===== config.mk =====
export PLATFORM = sky130hd
export DESIGN_NAME = evt_count_front
export DESIGN_NICKNAME = d
export VERILOG_FILES = /design/src/rtl/evtc_pkg.sv /design/src/rtl/evtc_sync.sv /design/src/rtl/evtc_debounce.sv /design/src/rtl/evtc_edge.sv /design/src/rtl/evt_count_front.sv
export SDC_FILE = /design/constraint.sdc
export NUM_CORES = 1
export LEC_CHECK = 0
export CORE_AREA = 5 5 42 44
export CTS_CLUSTER_DIAMETER = 100
export DETAILED_ROUTE_END_ITERATION = 8
export DIE_AREA = 0 0 47 49
export GPL_ROUTABILITY_DRIVEN = 1
export PLACE_DENSITY = 0.52
export SETUP_SLACK_MARGIN = 0.02
export SYNTH_ARGS = -nofsm -noshare
export SYNTH_HDL_FRONTEND = slang
export SYNTH_SLANG_ARGS = --single-unit

===== constraint.sdc =====
create_clock -name clk -period 2.1 [get_ports clk]
set_input_delay 0.42 -clock clk [delete_from_list [all_inputs] [get_ports clk]]
set_output_delay 0.42 -clock clk [all_outputs]
set_load 0.01 [all_outputs]

===== src/rtl/evtc_pkg.sv =====
package evtc_pkg;
  // Default structure of the event front end
  localparam int unsigned SYNC_STAGES_DEF = 2;
  localparam int unsigned DEB_SAMPLES_DEF = 4;

  typedef enum logic {
    EDGE_FALL = 1'b0,
    EDGE_RISE = 1'b1
  } edge_sel_e;
endpackage


===== src/rtl/evtc_sync.sv =====
module evtc_sync #(
  parameter int unsigned STAGES = evtc_pkg::SYNC_STAGES_DEF
) (
  input  logic clk,
  input  logic rst_n,
  input  logic din,
  output logic dout
);
  localparam int unsigned TOP = STAGES - 1;

  logic [TOP:0] chain;

  always_ff @(posedge clk or negedge rst_n) begin
    if (!rst_n) chain <= '0;
    else        chain <= {chain[TOP-1:0], din};
  end

  assign dout = chain[TOP];
endmodule


===== src/rtl/evtc_debounce.sv =====
module evtc_debounce #(
  parameter int unsigned SAMPLES = evtc_pkg::DEB_SAMPLES_DEF
) (
  input  logic clk,
  input  logic rst_n,
  input  logic en,
  input  logic din,
  output logic dout
);
  localparam int unsigned CW = (SAMPLES > 2) ? $clog2(SAMPLES) : 1;
  localparam logic [CW-1:0] LAST = CW'(SAMPLES - 1);

  logic          held;
  logic [CW-1:0] run;

  // held moves to a new level only after SAMPLES consecutive differing samples
  always_ff @(posedge clk or negedge rst_n) begin
    if (!rst_n) begin
      held <= 1'b0;
      run  <= '0;
    end else if (!en) begin
      held <= din;
      run  <= '0;
    end else if (din == held) begin
      run  <= '0;
    end else if (run == LAST) begin
      held <= din;
      run  <= '0;
    end else begin
      run  <= run + 1'b1;
    end
  end

  assign dout = en ? held : din;
endmodule


===== src/rtl/evtc_edge.sv =====
module evtc_edge
  import evtc_pkg::*;
(
  input  logic clk,
  input  logic rst_n,
  input  logic level,
  input  logic mode_en,
  input  logic rise_sel,
  output logic pulse
);
  edge_sel_e want;
  logic      prev;
  logic      armed;
  logic      hit;

  assign want = edge_sel_e'(rise_sel);
  assign hit  = (level != prev) && (level == logic'(want));

  always_ff @(posedge clk or negedge rst_n) begin
    if (!rst_n) begin
      prev  <= 1'b0;
      armed <= 1'b0;
      pulse <= 1'b0;
    end else begin
      prev  <= level;
      armed <= mode_en;
      pulse <= mode_en && armed && hit;
    end
  end
endmodule


===== src/rtl/evt_count_front.sv =====
module evt_count_front #(
  parameter int unsigned SYNC_STAGES = evtc_pkg::SYNC_STAGES_DEF,
  parameter int unsigned DEB_SAMPLES = evtc_pkg::DEB_SAMPLES_DEF
) (
  input  logic clk,
  input  logic rst_n,
  input  logic evt_pin,
  input  logic evt_mode_en,
  input  logic edge_rise_sel,
  input  logic deb_en,
  output logic cnt_inc
);
  logic sync_w;
  logic level_w;

  evtc_sync #(.STAGES(SYNC_STAGES)) u_sync (
    .clk  (clk),
    .rst_n(rst_n),
    .din  (evt_pin),
    .dout (sync_w)
  );

  evtc_debounce #(.SAMPLES(DEB_SAMPLES)) u_deb (
    .clk  (clk),
    .rst_n(rst_n),
    .en   (deb_en),
    .din  (sync_w),
    .dout (level_w)
  );

  evtc_edge u_edge (
    .clk     (clk),
    .rst_n   (rst_n),
    .level   (level_w),
    .mode_en (evt_mode_en),
    .rise_sel(edge_rise_sel),
    .pulse   (cnt_inc)
  );
endmodule


==> flow_summary.yaml <==
worst_setup_path:
  critPathBufInv: 1
  critPathRequiredTime_ns: 1.68
  path_max_fanout: 1
  crit_chain: "clkdlybuf4s50_1"
  critPathSlowestCell: "clkdlybuf4s50_1"
  criticalPathCategory: "register to output port"
  cp.arrival_ns: 1.11
  r2r.worst_path.cells: 3
  end_kind: "output port"
  cp.depth: 1
  critPathTopFamily: "buffers and inverters"
  cp_slowest_stage_delay_ns: 0.53
  worstSetupStartpointType: "register"
synthesis:
  yosysUniqueCellTypes: 10
  ys.warnings.count: 0
  synth.cell_area_um2: 303
  yosysTopAreaCellShare: 0.661
  yosys.area.top_type: "dfrtp_1"
  synthTopCellsByArea: "dfrtp_1 (66%), mux2_4 (9.9%), nand4b_1 (5.8%)"
  synth.avg_cell_area_um2: 15.9
  ys_seq_elements: 8
  syn-num-nets: 26
  synth_cells: 19
  yosysSeqAreaShare: 0.661
placement:
  dp_hpwl_um: 447
  routabilityCongestion: 0.673
  io_buffers: 6
  place_ws_ns: 0.539
finish:
  antennaDiodeCount: 0
  layout-drive-gt1-share: 0.214
  fin_nets: 37
  area_growth_pct: 33.9
  fillCellCount: 151
  mostFrequentLayoutCells: "dfrtp_1 (8), clkdlybuf4s50_1 (6), clkbuf_4 (3), mux2_4 (2), nand4b_1 (2)"
  final_common_cell: "dfrtp_1"
sta:
  setup_viol: 0
  slew_headroom: 0.759
  slew_viol_final: 0
  tightestPinTransition_ns: 0.360
  fin_crit_sh: 0.729
  finalCriticalPeriod_ns: 1.53
  hold_viol: 0
  tns_ns: 0
  fmax_ghz: 0.653
  rsz0062_at_grt: "no"
  finalClockSkew_ns: 0.00714
  worst_slack_ns: 0.569
drt:
  viasPerCell: 4.23
  vias: 186
  drt_iter0_drc: 3
  firstDrtPassIters: 2
  wirelength_um: 560
  wire_per_inst_um: 12.7
  ant_nets: 0
  drc: 0
die:
  fp.coreArea_um2: 1400
  num_rows: 14
  fp.dieH_um: 49
  start_util: 0.216
  ios: 7
  die_width_um: 47
  die-area_um2: 2300
hold_path:
  hold_depth: 0
  min_path_type: "register to register"
global_routing:
  grt_overflow: 0
  track_usage: 0.0661
  antenna_found_initial: 0
  grt_pass1_vias: 219
  grt_pass1_wl_um: 979
  grt_max_degree: 9
clock_network:
  post_cts_buffers: 0
  cts-buffers-inserted: 3
  insertion_delay_ns: 0.25
  clkTransAtPathRegs_ns: 0.06
  clockBufferDepth: 2
  post_cts_resized: 0
  cts-root-buf: "clkbuf_4"
  cts_sinks: 8
  cts_tree: "built"
  ctsHoldBuffers: 0
  cts.htree.levels: 1
power:
  power.density_nw_per_um2: 804
  peakVddDrop_mv: 0.420
  power.leakage_uw: 0.000181
outcome:
  outcome: "finished clean"
run:
  maxCapViolations: 0
==> final cells by class <==
type | count | area (um2) | area share
Sequential cell | 8 | 200 | 0.494
Multi-Input combinational cell | 11 | 103 | 0.253
Timing Repair Buffer | 6 | 60.1 | 0.148
Clock buffer | 3 | 22.5 | 0.0556
Tap cell | 16 | 20.0 | 0.0494
==> sequential cells by signal, summed over array words and instances (netlist names) <==
name / cells
u_deb.held: 1
u_sync.chain: 2
u_edge.pulse: 1
u_deb.run: 2
u_edge.armed: 1
u_edge.prev: 1
==> cell families (layout without fill, tap and decap cells) <==
group / count (synthesis) / in the layout / synth area share
xor+xnor: 1 / 1 / 0.0289
fa+ha+maj: 1 / 1 / 0.0413
buf+inv: 0 / 9 / 0
flops: 8 / 8 / 0.661
mux: 3 / 3 / 0.132
simple gates: 6 / 6 / 0.136
==> worst paths after layout <==
check / from / to / slack (ns)
setup / recovery: u_edge.pulse$_DFF_PN0_ / cnt_inc / 0.57
hold / removal: u_sync.chain[0]$_DFF_PN0_ / u_sync.chain[1]$_DFF_PN0_ / 0.34
setup reg to reg: u_deb.run[0]$_DFF_PN0_ / u_deb.held$_DFFE_PN0P_ / 0.91
hold reg to reg: u_sync.chain[0]$_DFF_PN0_ / u_sync.chain[1]$_DFF_PN0_ / 0.34
max in group asynchronous: rst_n / u_deb.run[1]$_DFF_PN0_ / 1.39
min in group asynchronous: rst_n / u_edge.armed$_DFF_PN0_ / 0.44
==> synthesized netlist by cell type (all sizes together) <==
master and instances:
dfrtp 8, mux2 2, nand4b 2, and2b 1, ha 1, mux2i 1
nand2 1, nor2 1, nor3b 1, xnor2 1
==> metal layers <==
layer,track usage,up-vias,part of all wire
met5,0,-,0
met4,0.0276,0,0.011
met3,0.0664,2,0.12
met2,0.0882,10,0.47
met1,0.0677,88,0.40
li1,-,86,-
==> metrics by stage <==
step	instance area (um2)	utilization	hold WS (ns)	instances	total power, uW
finish	405	0.289	0.345	44	326
detailed placement	383	0.273	0.335	41	213
global placement	383	0.273	0.337	41	210
CTS	405	0.289	0.346	44	330
global route	405	0.289	0.348	44	351
floorplan	303	-	0.124	19	193
==> report_power, final <==
part	internal, uW	switching, uW	total, uW
Clock	65.3	50.8	116
Sequential	166	6.81	173
Combinational	23.4	13.6	37.0
Total	255	71.2	326
No activity file was read; power rests on OpenSTA's default activity.
